===== src/rtl/mdio_fe_pkg.sv =====
package mdio_fe_pkg;
    localparam int PRE_BITS  = 32;
    localparam int HDR_BITS  = 16;
    localparam int DATA_BITS = 16;
    localparam int SLOTS     = PRE_BITS + HDR_BITS + DATA_BITS;
    localparam int SLOT_W    = $clog2(SLOTS);
    localparam int SR_W      = HDR_BITS + DATA_BITS;

    typedef struct packed {
        logic                 busy;
        logic                 write;
        logic                 high;
        logic [SLOT_W-1:0]    slot;
        logic [SR_W-1:0]      tx;
        logic [DATA_BITS-1:0] rx;
        logic                 done;
    } fe_state_t;
endpackage


===== src/rtl/mdio_half_timer.sv =====
module mdio_half_timer #(
    parameter int HALF_CYCLES = 50
) (
    input  logic clk,
    input  logic rst,
    input  logic run,
    output logic tick
);
    localparam int CNT_W = (HALF_CYCLES > 1) ? $clog2(HALF_CYCLES) : 1;
    localparam logic [CNT_W-1:0] LAST = CNT_W'(HALF_CYCLES - 1);

    logic [CNT_W-1:0] cnt_d, cnt_q;

    always_comb begin
        tick  = run && (cnt_q == LAST);
        cnt_d = (!run || tick) ? '0 : cnt_q + 1'b1;
    end

    always_ff @(posedge clk) begin
        if (rst) cnt_q <= '0;
        else     cnt_q <= cnt_d;
    end
endmodule


===== src/rtl/mdio_hdr_pack.sv =====
module mdio_hdr_pack (
    input  logic        write,
    input  logic [4:0]  phy,
    input  logic [4:0]  regad,
    output logic [15:0] hdr
);
    always_comb begin
        hdr[15:14] = 2'b01;
        hdr[13:12] = write ? 2'b01 : 2'b10;
        hdr[11:7]  = phy;
        hdr[6:2]   = regad;
        hdr[1:0]   = write ? 2'b10 : 2'b00;
    end
endmodule


===== src/rtl/mdio_frame_engine.sv =====
module mdio_frame_engine
    import mdio_fe_pkg::*;
#(
    parameter int HALF_CYCLES = 50
) (
    input  logic        clk,
    input  logic        rst,
    input  logic        req_valid,
    input  logic        req_write,
    input  logic [4:0]  req_phy,
    input  logic [4:0]  req_reg,
    input  logic [15:0] req_wdata,
    output logic        busy,
    output logic        done,
    output logic [15:0] rd_data,
    output logic        mdc,
    output logic        mdo,
    output logic        mdo_oe,
    input  logic        mdi
);
    localparam logic [SLOT_W-1:0] HDR_START  = SLOT_W'(PRE_BITS);
    localparam logic [SLOT_W-1:0] TA_START   = SLOT_W'(PRE_BITS + HDR_BITS - 2);
    localparam logic [SLOT_W-1:0] DATA_START = SLOT_W'(PRE_BITS + HDR_BITS);
    localparam logic [SLOT_W-1:0] LAST_SLOT  = SLOT_W'(SLOTS - 1);

    fe_state_t     st_d, st_q;
    logic          tick;
    logic [15:0]   hdr;
    logic          accept;

    mdio_half_timer #(.HALF_CYCLES(HALF_CYCLES)) u_timer (
        .clk  (clk),
        .rst  (rst),
        .run  (st_q.busy),
        .tick (tick)
    );

    mdio_hdr_pack u_hdr (
        .write (req_write),
        .phy   (req_phy),
        .regad (req_reg),
        .hdr   (hdr)
    );

    always_comb begin
        st_d      = st_q;
        st_d.done = 1'b0;
        accept    = req_valid && !st_q.busy;
        if (accept) begin
            st_d.busy  = 1'b1;
            st_d.write = req_write;
            st_d.high  = 1'b0;
            st_d.slot  = '0;
            st_d.tx    = {hdr, req_write ? req_wdata : 16'h0000};
        end else if (st_q.busy && tick) begin
            if (!st_q.high) begin
                st_d.high = 1'b1;
                if (!st_q.write && st_q.slot >= DATA_START)
                    st_d.rx = {st_q.rx[DATA_BITS-2:0], mdi};
            end else begin
                st_d.high = 1'b0;
                if (st_q.slot >= HDR_START)
                    st_d.tx = {st_q.tx[SR_W-2:0], 1'b0};
                if (st_q.slot == LAST_SLOT) begin
                    st_d.busy = 1'b0;
                    st_d.done = 1'b1;
                end else begin
                    st_d.slot = st_q.slot + 1'b1;
                end
            end
        end
    end

    always_ff @(posedge clk) begin
        if (rst) st_q <= '0;
        else     st_q <= st_d;
    end

    assign busy    = st_q.busy;
    assign done    = st_q.done;
    assign rd_data = st_q.rx;
    assign mdc     = st_q.busy && st_q.high;
    assign mdo     = st_q.busy && ((st_q.slot < HDR_START) || st_q.tx[SR_W-1]);
    assign mdo_oe  = st_q.busy && (st_q.write || (st_q.slot < TA_START));
endmodule


===== config.mk =====
export PLATFORM = sky130hd
export DESIGN_NAME = mdio_frame_engine
export DESIGN_NICKNAME = d
export VERILOG_FILES = /design/src/rtl/mdio_fe_pkg.sv /design/src/rtl/mdio_half_timer.sv /design/src/rtl/mdio_hdr_pack.sv /design/src/rtl/mdio_frame_engine.sv
export SDC_FILE = /design/constraint.sdc
export NUM_CORES = 1
export LEC_CHECK = 0
export BUFFER_PORTS_ARGS = -buffer_cell sky130_fd_sc_hd__buf_2
export CORE_ASPECT_RATIO = 2
export CORE_UTILIZATION = 55
export DETAILED_ROUTE_END_ITERATION = 6
export PLACE_DENSITY_LB_ADDON = 0.08
export SLEW_MARGIN = 25
export SYNTH_ARGS = -nofsm -noshare
export SYNTH_HDL_FRONTEND = slang
export SYNTH_SLANG_ARGS = --single-unit

===== constraint.sdc =====
create_clock -name clk -period 3.8 [get_ports clk]
set_clock_uncertainty 0.15 [all_clocks]
set_input_delay 0 -clock clk [delete_from_list [all_inputs] [get_ports clk]]
set_output_delay 0 -clock clk [all_outputs]
set_load 0.005 [all_outputs]

Word level (Yosys, flattened, before mapping)
Index checks and enable logic that the tools add are counted.
W data, S select, Z words.
{"block": "classes", "addsub": 2, "n_lt_le_gt_ge": 4, "eq_ne": 2, "n_mux": 16, "bitwise": 4, "n_reduce_logical": 24}
{"operator": "$mux W31", "n": 3}
{"operator": "$mux W16", "n": 3}
{"operator": "$mux W48", "n": 1}
{"operator": "$add A6 B1 Y6 const B", "n": 2}
{"operator": "$eq A6 B6 Y1 const B", "n": 2}
{"operator": "$ge A6 B6 Y1 const B", "n": 2}
{"operator": "$lt A6 B6 Y1 const B", "n": 2}
{"operator": "$reduce_and A3 Y1", "n": 4}
{"operator": "$reduce_bool A2 Y1", "n": 4}
{"operator": "$logic_and A1 B1 Y1", "n": 7}
{"operator": "$mux W1", "n": 7}
{"operator": "$mux W2", "n": 2}
{"operator": "$not A1 Y1", "n": 4}
{"operator": "$reduce_and A4 Y1", "n": 1}
{"operator": "$reduce_or A2 Y1", "n": 2}
{"operator": "$reduce_or A4 Y1", "n": 1}
{"operator": "$logic_or A1 B1 Y1", "n": 3}
{"operator": "$logic_not A1 Y1", "n": 2}
{"block": "totals", "reg_bits": 64, "in_bits": 31, "output_inout_bits": 21}

Depth between registers and ports, before layout
Gate-level depths: netlist (run 1).
{"block": "depth", "ltp_word": 6, "mapped_depth": 7}

By module
A second synthesis (run 1) with hierarchy kept.
{"block": "unflattened", "cells_unflattened": 317, "hier_area_um2": 2944.1}
{"mod": "mdio_frame_engine", "instances": 1, "cells_each": 270, "area_per_inst_um2": 2552.4, "seq_area_each_um2": 1161.1}
{"mod": "mdio_half_timer", "instances": 1, "cells_each": 29, "area_per_inst_um2": 267.8, "seq_area_each_um2": 120.1}
{"mod": "mdio_hdr_pack", "instances": 1, "cells_each": 18, "area_per_inst_um2": 123.9, "seq_area_each_um2": 0.0}

Worst setup path before layout (run 1)
OpenSTA, ideal clock, no wires.
{"block": "synth_timing", "path_kind": "register to register", "start": "register u_timer.cnt_q[0]", "end": "register st_q[49] in the netlist's numbering", "arrival_ns": 1.605, "t_required_ns": 3.529, "slack_ns": 1.924, "stages_incl_launch_ff": 6, "n_path_buf": 1, "synth_period_minus_slack_ns": 1.876, "cell_sequence": "dfxtp_1 ha_1 nand4b_1 buf_2 a211oi_1 mux2_2"}
{"block": "synth_via", "elab_chain_len": 4}
{"element": "start: declaration", "line": "mdio_half_timer.sv:12", "rtl": "logic [CNT_W-1:0] cnt_d, cnt_q;"}
{"element": "start signal: assignment", "line": "mdio_half_timer.sv:21", "rtl": "else cnt_q <= cnt_d;"}
{"element": "$eq A6 B6 Y1", "line": "mdio_half_timer.sv:15", "rtl": "tick = run && (cnt_q == LAST);"}
{"element": "$logic_and A1 B1 Y1", "line": "mdio_half_timer.sv:15"}
{"element": "$logic_and A1 B1 Y1", "line": "mdio_frame_engine.sv:55", "rtl": "end else if (st_q.busy && tick) begin"}
{"element": "$reduce_and A3 Y1 (no source line)"}
{"element": "end signal: assignment", "line": "mdio_frame_engine.sv:76", "rtl": "else st_q <= st_d;"}
{"element": "end: declaration", "line": "mdio_frame_engine.sv:26", "rtl": "fe_state_t st_d, st_q;"}
No other way between the ends.
A chain may end at the register's enable or synchronous reset.

Worst setup path in the final report (run 1)
{"block": "layout_timing", "start": "register u_timer.cnt_q[0]", "end": "register st_q[27] in the netlist's numbering"}
{"block": "layout_via", "elab_chain_len": 5}
{"element": "$eq A6 B6 Y1", "line": "mdio_half_timer.sv:15"}
{"element": "$logic_and A1 B1 Y1", "line": "mdio_half_timer.sv:15"}
{"element": "$logic_and A1 B1 Y1", "line": "mdio_frame_engine.sv:55"}
{"element": "$reduce_bool A2 Y1 (no source line)"}
{"element": "$reduce_and A3 Y1 (no source line)"}
No other way between the ends.

==> results.ini, run 1 <==
[final_layout]
final_util = 0.696
n_antenna_cell = 0
stdcell_area_sq_um = 3610
nets = 404
area.growth.synth_to_final_pct = 20.5
final_cells = 431
fill_cells = 447
drive_gt1_frac = 0.217

[sta]
tightest_slew_ns = 0.984
slew-limit-headroom = 0.344
slew_viol_final = 0
fin_crit_ns = 2.55
setup_viol = 0
clock.fmax_mhz = 392
rsz0062_at_grt = false
tns_ns = 0
holdWs_ns = 0.305
finalHoldViolCount = 0
layout_setup_ws_ns = 1.25
fin_crit_sh = 0.672

[die]
core_sq_um = 5180
die_w_um = 54.2
io_pins = 52
die_area_sq_um = 5770
start_util = 0.578
die_y_um = 106
fp-row-count = 37

[logic_synthesis]
seq_area_frac_synth = 0.427
synth_top_area_frac = 0.427
synth-edff-count = 0
synth_area_leader_cell = dfxtp_1
synth_seq_cells = 64
synth.most_common_cell = dfxtp_1
syn_nets = 347
yosys_warnings = 0
yosys-top-cells-count = 64 x dfxtp_1, 25 x nand2_1, 24 x nor2_1
syn_inst = 312
yosys_most_used_dff = dfxtp_1
syn-mean-instance-area_sq_um = 9.61
synth.area.top_cells = dfxtp_1 43%, mux2i_1 6.0%, a32oi_1 4.7%
synthesis.area_sq_um = 3000
synth_cell_types = 46
async_flop_share = 0

[critical_path]
crit_type = reg2reg
cp_data_arrival_time_ns = 2.56
cp_num_buf_inv = 0
worst_path_max_delay_cell = o21ai_2
worst-path-stages = 4
cp-start-kind = flop
crit_chain = ha_1, nand4b_1, o21ai_2, a221oi_1
max_stage_delay_ns = 0.93
end_kind = flop
required_ns = 3.80
crit_fanout = 24
path_delay_family = compound AO/OA/AOI/OAI gates
rr_worst_depth = 4

[clock_network]
postCtsSetupBuffers = 0
cts_buffers = 9
htreeDepth = 3
cts.sinks = 64
holdBufCountCts = 36
cts_resized = 0
cts_tree = yes
clockRootBuffer = clkbuf_8
path_clk_slew_ns = 0.06
cts_buffer_depth = 2
clk_latency_ns = 0.33

[power]
p_leak_nw = 1.43
finalPower_mw = 1.34
switching_share = 0.230
intPower_mw = 1.03
vdd_drop_max_uv = 329
combPwrFrac = 0.096
sequentialPowerShare = 0.530
pwr-share-clk = 0.374
power.density_nw_per_um2 = 372
p_switching_mw = 0.310

[placed_design]
place_congestion = 0.872
portBuffers = 51
dpl-instance-area_sq_um = 3080
dp_hpwl_um = 4620
place_ws_ns = 1.28
place_inst = 380

[min_path]
min_path_cells = 2
hp-class = reg2reg

[routing]
routed_via_density = 6.07
vias = 2615
first_pass_iters = 4
ant_nets = 0
post_drt_wl_per_cell_um = 16.7
drc_errors = 0
drt-initial-drc-count = 75
routed_wl_um = 7200

[global_routing]
grtUsageTotal = 0.276
grt_antenna_before_repair = 0
grt_overflow = 0
grt_pass1_vias = 2647
grt_pass1_wl_um = 11600
grt_max_degree = 28

[run_status]
status = completed

[flow_run]
maxCapViolations = 0

[worst min-delay path, delay by kind of cell (launching register included)]
kind             cells  cell delay, ns
flip-flops           1            0.30
AND/OR/NAND/NOR      1            0.05
multiplexers         1            0.05
[kinds of logic (layout without fill, tap and decap cells)]
group           Yosys count  in the layout  synth area share
flops                    64             64             0.427
compound gates           86             86             0.230
xor+xnor                  3              3           0.00877
fa+ha+maj                 4              4            0.0167
buf+inv                  51            112            0.0956
mux                      19             19            0.0639
simple gates             85             85             0.158
[sequential cells by signal, indices dropped and copies added (netlist names)]
name / count
busy: 1
done: 1
rd_data: 16
st_q: 40
u_timer.cnt_q: 6
[layer usage]
layer | share of wire | global-route usage | up-vias
li1 | - | - | 1265
met1 | 0.37 | 0.266 | 1247
met2 | 0.55 | 0.488 | 81
met3 | 0.038 | 0.0601 | 22
met4 | 0.039 | 0.172 | 0
met5 | 0 | 0 | -
[power by group through the flow]
stage / combinational, mW / sequential, mW / clock [mW]
finish: 0.129 / 0.713 / 0.502
global route: 0.140 / 0.715 / 0.548
CTS: 0.127 / 0.712 / 0.517
detailed placement: 0.0985 / 0.727 / 0
global placement: 0.0962 / 0.726 / 0
floorplan: 0.0728 / 0.720 / 0
[final timing paths]
check / startpoint / end / slack [ns]
worst max-delay path: u_timer.cnt_q[0]$_SDFF_PP0_ / st_q[27]$_SDFFE_PP0P_ / 1.25
worst min-delay path: rd_data[15]$_SDFFE_PP0P_ / rd_data[15]$_SDFFE_PP0P_ / 0.31
worst max register to register: u_timer.cnt_q[0]$_SDFF_PP0_ / st_q[27]$_SDFFE_PP0P_ / 1.25
worst min register to register: rd_data[15]$_SDFFE_PP0P_ / rd_data[15]$_SDFFE_PP0P_ / 0.31
[final cells by class]
class / instances / area (sq um) / share of cell area
Tap cell: 58 / 72.6 / 0.0201
Multi-Input combinational cell: 197 / 1430 / 0.396
Timing Repair Buffer: 89 / 631 / 0.175
Sequential cell: 64 / 1280 / 0.355
Inverter: 8 / 30.0 / 0.00832
Clock buffer: 15 / 166 / 0.0461
[cell usage in the layout (no fill, tap or decap), drive strengths merged, types with 10 or more instances in the layout]
master	instances
a221oi	14
a32oi	16
o221a	10
dfxtp	64
nand2	25
a21oi	13
nor2	24
buf	53
dlygate4sd3	36
clkbuf	15
mux2i	18
(Power assumes the default switching activity.)
==> run 2, diff against run 1 <==
--- a/config.mk
+++ b/config.mk
@@ -7,7 +7,7 @@
 export LEC_CHECK = 0
 export BUFFER_PORTS_ARGS = -buffer_cell sky130_fd_sc_hd__buf_2
 export CORE_ASPECT_RATIO = 2
-export CORE_UTILIZATION = 55
+export CORE_UTILIZATION = 50
 export DETAILED_ROUTE_END_ITERATION = 6
 export PLACE_DENSITY_LB_ADDON = 0.08
 export SLEW_MARGIN = 25
==> constraint.sdc (replaced) <==
create_clock -name clk -period 2.3 [get_ports clk]
set_clock_uncertainty 0.15 [all_clocks]
set_input_delay 0 -clock clk [delete_from_list [all_inputs] [get_ports clk]]
set_output_delay 0 -clock clk [all_outputs]
set_load 0.005 [all_outputs]
==> results.ini, run 2 (synthesis gave the netlist of run 1 again) <==
[run_status]
status = complete, but fails checks
violations = DRC

[critical_path]
cp_data_arrival_time_ns = 2.05
r2r_slack_ns = 0.37
path_delay_family = buffers and inverters
cp_common_cell = buf_4
cp-start-kind = flop
rr_worst_depth = 6
worst_path_max_delay_cell = dfxtp_1
required_ns = 2.42
crit_chain = ha_1, nand4b_1, buf_4, o21ai_2, buf_4, o221a_2
max_stage_delay_ns = 0.37
crit_end = st_q[44]$_SDFFE_PP0P_
cp-startpoint = u_timer.cnt_q[0]$_SDFF_PP0_
worst-path-stages = 6
crit_type = reg2reg
cp_num_buf_inv = 2
crit_fanout = 24
regToRegEndpoint = st_q[44]$_SDFFE_PP0P_
reg2reg_from = u_timer.cnt_q[0]$_SDFF_PP0_
end_kind = flop

[final_layout]
n_antenna_cell = 0
final_cells = 440
largest_register_ffs = 40
multi_input_area_sq_um = 1430
fill_cells = 495
top_register = st_q
drive_gt1_frac = 0.245
stdcell_area_sq_um = 3760
final_common_cell = dfxtp_1
regArea_sq_um = 1280
area.growth.synth_to_final_pct = 25.5
nets = 412
final_cell_mix = 64 x dfxtp_1, 51 x buf_2, 33 x dlygate4sd3_1, 25 x nand2_1, 24 x nor2_1

[sta]
rsz0062_at_grt = false
setup_viol = 0
slew-limit-headroom = 0.743
layout_setup_ws_ns = 0.369
fin_crit_sh = 0.840
fin_crit_ns = 1.93
tns_ns = 0
slew_viol_final = 0
finalHoldViolCount = 0
tightest_slew_ns = 0.383
clock.fmax_mhz = 518

[placed_design]
portBuffers = 51
place_ws_ns = 0.401
dp_hpwl_um = 4940
place_inst = 394
dpl-instance-area_sq_um = 3170
place_congestion = 0.899

[routing]
routed_wl_um = 7400
vias = 2663
routed_via_density = 6.05
post_drt_wl_per_cell_um = 16.8
ant_nets = 0
drt-initial-drc-count = 131
drc_errors = 10
first_pass_iters = 6

[die]
die_area_sq_um = 6330
start_util = 0.521
die_w_um = 56.8
die_y_um = 112
fp-row-count = 39
io_pins = 52
core_sq_um = 5760

[global_routing]
grt_pass1_vias = 2702
grt_max_degree = 27
grt_overflow = 0
grtUsageTotal = 0.258
grt_pass1_wl_um = 12500
grt_antenna_before_repair = 0

[clock_network]
holdBufCountCts = 33
htreeDepth = 3
clk_latency_ns = 0.33
clockRootBuffer = clkbuf_16
cts_tree = yes
path_clk_slew_ns = 0.05
cts_buffer_depth = 2
cts.sinks = 64
cts_buffers = 9
cts_resized = 0
postCtsSetupBuffers = 0

[min_path]
hp-class = reg2reg
worstHoldStart = rd_data[15]$_SDFFE_PP0P_

[power]
finalPower_mw = 2.59
vdd_drop_max_uv = 520
power.density_nw_per_um2 = 688
p_leak_nw = 1.51

[flow_run]
maxCapViolations = 0

-- run 2: final cells by class --
cell class | instances | share of cell area
Clock buffer | 12 | 0.0682
Clock inverter | 1 | 0.00133
Inverter | 8 | 0.00798
Multi-Input combinational cell | 197 | 0.380
Sequential cell | 64 | 0.341
Tap cell | 61 | 0.0203
Timing Repair Buffer | 97 | 0.182
-- run 2: worst register-to-register path, delay by kind of cell, from the launching register on --
family	cells	cell delay [ns]
buffers and inverters	2	0.52
DFF	1	0.37
adders and majority gates	1	0.27
and+or+nand+nor	1	0.19
AOI/OAI and AO/OA	2	0.38
-- run 2: report_power, final --
part	switching, mW	internal [mW]
registers	0.0262	1.15
logic	0.101	0.118
clock network	0.426	0.765
total	0.553	2.04
-- run 2: worst min path at each step --
stage / endpoint / slack [ns] / cells past startpoint
after floorplan: busy$_SDFFE_PP0P_ / -0.01 / 1
after global placement: rd_data[0]$_SDFFE_PP0P_ / 0.10 / 3
after detailed placement: rd_data[0]$_SDFFE_PP0P_ / 0.12 / 3
after CTS: rd_data[15]$_SDFFE_PP0P_ / 0.31 / 2
after global routing: u_timer.cnt_q[0]$_SDFF_PP0_ / 0.35 / 1
final: rd_data[15]$_SDFFE_PP0P_ / 0.31 / 2
-- run 2: per-layer routing --
layer | up-vias | GRT usage | part of all wire
li1 | 1277 | - | -
met1 | 1275 | 0.249 | 0.37
met2 | 88 | 0.483 | 0.55
met3 | 23 | 0.0546 | 0.043
met4 | 0 | 0.153 | 0.038
met5 | - | 0 | 0
-- run 2: metrics by stage --
step           utilization  hold slack, ns
2_1_floorplan            -         -0.0122
3_3_place_gp         0.551           0.104
3_5_place_dp         0.551           0.119
4_1_cts              0.653           0.312
5_1_grt              0.653           0.345
6_report             0.653           0.306
==> run 3, diff against run 2 <==
--- a/config.mk
+++ b/config.mk
@@ -7,7 +7,7 @@
 export LEC_CHECK = 0
 export BUFFER_PORTS_ARGS = -buffer_cell sky130_fd_sc_hd__buf_2
 export CORE_ASPECT_RATIO = 2
-export CORE_UTILIZATION = 50
+export CORE_UTILIZATION = 55
 export DETAILED_ROUTE_END_ITERATION = 6
 export PLACE_DENSITY_LB_ADDON = 0.08
 export SLEW_MARGIN = 25
==> constraint.sdc (replaced) <==
create_clock -name clk -period 1.85 [get_ports clk]
set_clock_uncertainty 0.15 [all_clocks]
set_input_delay 0 -clock clk [delete_from_list [all_inputs] [get_ports clk]]
set_output_delay 0 -clock clk [all_outputs]
set_load 0.005 [all_outputs]
==> results.ini, run 3 (synthesis gave the netlist of run 1 again) <==
[clock_network]
path_clk_slew_ns = 0.07
cts_buffers = 9
cts_tree = yes
clk_latency_ns = 0.35
htreeDepth = 3
clockRootBuffer = clkbuf_8
cts_buffer_depth = 2
cts.sinks = 64

[routing]
routed_wl_um = 7740
routed_via_density = 6.14
wl_met1_um = 2750
ant_nets = 0
met2_length_um = 4350
topRoutingLayerUsed = met4
vias = 2780
drc_errors = 0
drt-initial-drc-count = 45
post_drt_wl_per_cell_um = 17.1
first_pass_iters = 4
dr_wl_met3_um = 299

[run_status]
status = completed

[sta]
layout_setup_ws_ns = 0.0825
setup_viol = 0
fin_crit_sh = 0.955
tns_ns = 0
fin_crit_ns = 1.77
slew_viol_final = 0
finalHoldViolCount = 0
tightest_slew_ns = 0.403
slew-limit-headroom = 0.731
clock.fmax_mhz = 566
rsz0062_at_grt = false

[flow_run]
maxCapViolations = 0

[final_layout]
drive_gt1_frac = 0.301
stdcell_area_sq_um = 3900
top_register = st_q
largest_register_ffs = 40
nets = 425
final_util = 0.752
n_antenna_cell = 0
final_common_cell = dfxtp_1
area.growth.synth_to_final_pct = 30.1
final_cell_mix = 61 x dfxtp_1, 51 x buf_2, 33 x dlygate4sd3_1, 25 x nand2_1, 24 x nor2_1

[global_routing]
grt_max_degree = 27
grtUsageTotal = 0.293
grt_pass1_vias = 2802
grt_pass1_wl_um = 12100
grt_antenna_before_repair = 0
grt_overflow = 0

[min_path]
hp-class = in2reg

[placed_design]
dpl-instance-area_sq_um = 3320
portBuffers = 51
place_ws_ns = 0.0468
place_congestion = 0.819
dp_hpwl_um = 4910

[die]
start_util = 0.578
fp-row-count = 37
die_area_sq_um = 5770
io_pins = 52
die_y_um = 106
core_sq_um = 5180
die_w_um = 54.2

[critical_path]
crit_chain = ha_1, and3_1, a211oi_2, mux2_2
crit_type = reg2reg
end_kind = flop
cp_data_arrival_time_ns = 1.86
cp-start-kind = flop
max_stage_delay_ns = 0.36
crit_fanout = 6
required_ns = 1.94
worst_path_max_delay_cell = mux2_2

[power]
power.density_nw_per_um2 = 739
p_leak_nw = 1.57
vdd_drop_max_uv = 923

[run 3: cell types whose count changed in the layout (fill, tap and decap cells not counted), moves of 2 or more]
cell and delta:
buf_12 +5, clkinv_2 +2, a221oi_2 +3, dfxtp_1 -3
clkbuf_8 +10, a221oi_1 -3, clkbuf_16 -8, buf_4 +7
dfxtp_2 +3
[run 3: where the power goes]
group,switching [mW],internal [mW]
registers,0.0316,1.43
clock network,0.529,0.589
logic,0.139,0.165
total,0.700,2.18
[run 3: final timing paths]
check                                start                       end  slack [ns]  depth (start not counted)
setup / recovery     st_q[49]$_SDFFE_PP0P_     st_q[49]$_SDFFE_PP0P_        0.08                          4
hold / removal                         mdi   rd_data[0]$_SDFFE_PP0P_        0.31                          4
setup reg to reg     st_q[49]$_SDFFE_PP0P_     st_q[49]$_SDFFE_PP0P_        0.08                          4
hold reg to reg   rd_data[15]$_SDFFE_PP0P_  rd_data[15]$_SDFFE_PP0P_        0.32                          2
[run 3: area by class of cell]
type | count | area [sq um]
multi-input cells | 197 | 1470
flip-flops and latches | 64 | 1280
fillers | 382 | 1280
repair buffers | 110 | 861
clock buffers | 13 | 169
well taps | 58 | 72.6
inverters | 8 | 30.0
clock inverters | 3 | 15.0
[run 3: worst max-delay path: cells and delay by family, from the launching register on]
kind,cells,cell delay (ns)
muxes,1,0.36
DFF,1,0.35
adders and majority gates,1,0.28
AOI/OAI and AO/OA,1,0.28
and+or+nand+nor,1,0.24
[run 3: metrics by stage]
| step | power [mW] | cells | hold WS, ns |
|---|---|---|---|
| 2_1_floorplan | 1.63 | 312 | -0.0122 |
| 3_3_place_gp | 1.72 | 402 | 0.103 |
| 3_5_place_dp | 1.72 | 402 | 0.111 |
| 4_1_cts | 2.88 | 452 | 0.291 |
| 5_1_grt | 2.98 | 453 | 0.330 |
| 6_report | 2.88 | 453 | 0.309 |
[run 3: metal layers]
layer  global-route usage  vias to the layer above
met5                    0                        -
met2                0.524                       95
met4                0.196                        0
met3               0.0730                       31
li1                     -                     1307
met1                0.264                     1347
[run 3: what timing repair did]
item	in CTS	in global routing
setup buffers	1	1
hold buffers	33	0
gates cloned	0	1
resized for setup	0	10
endpoints found under the setup margin	1	9
endpoints found under the hold margin	31	0
pin swaps	1	2
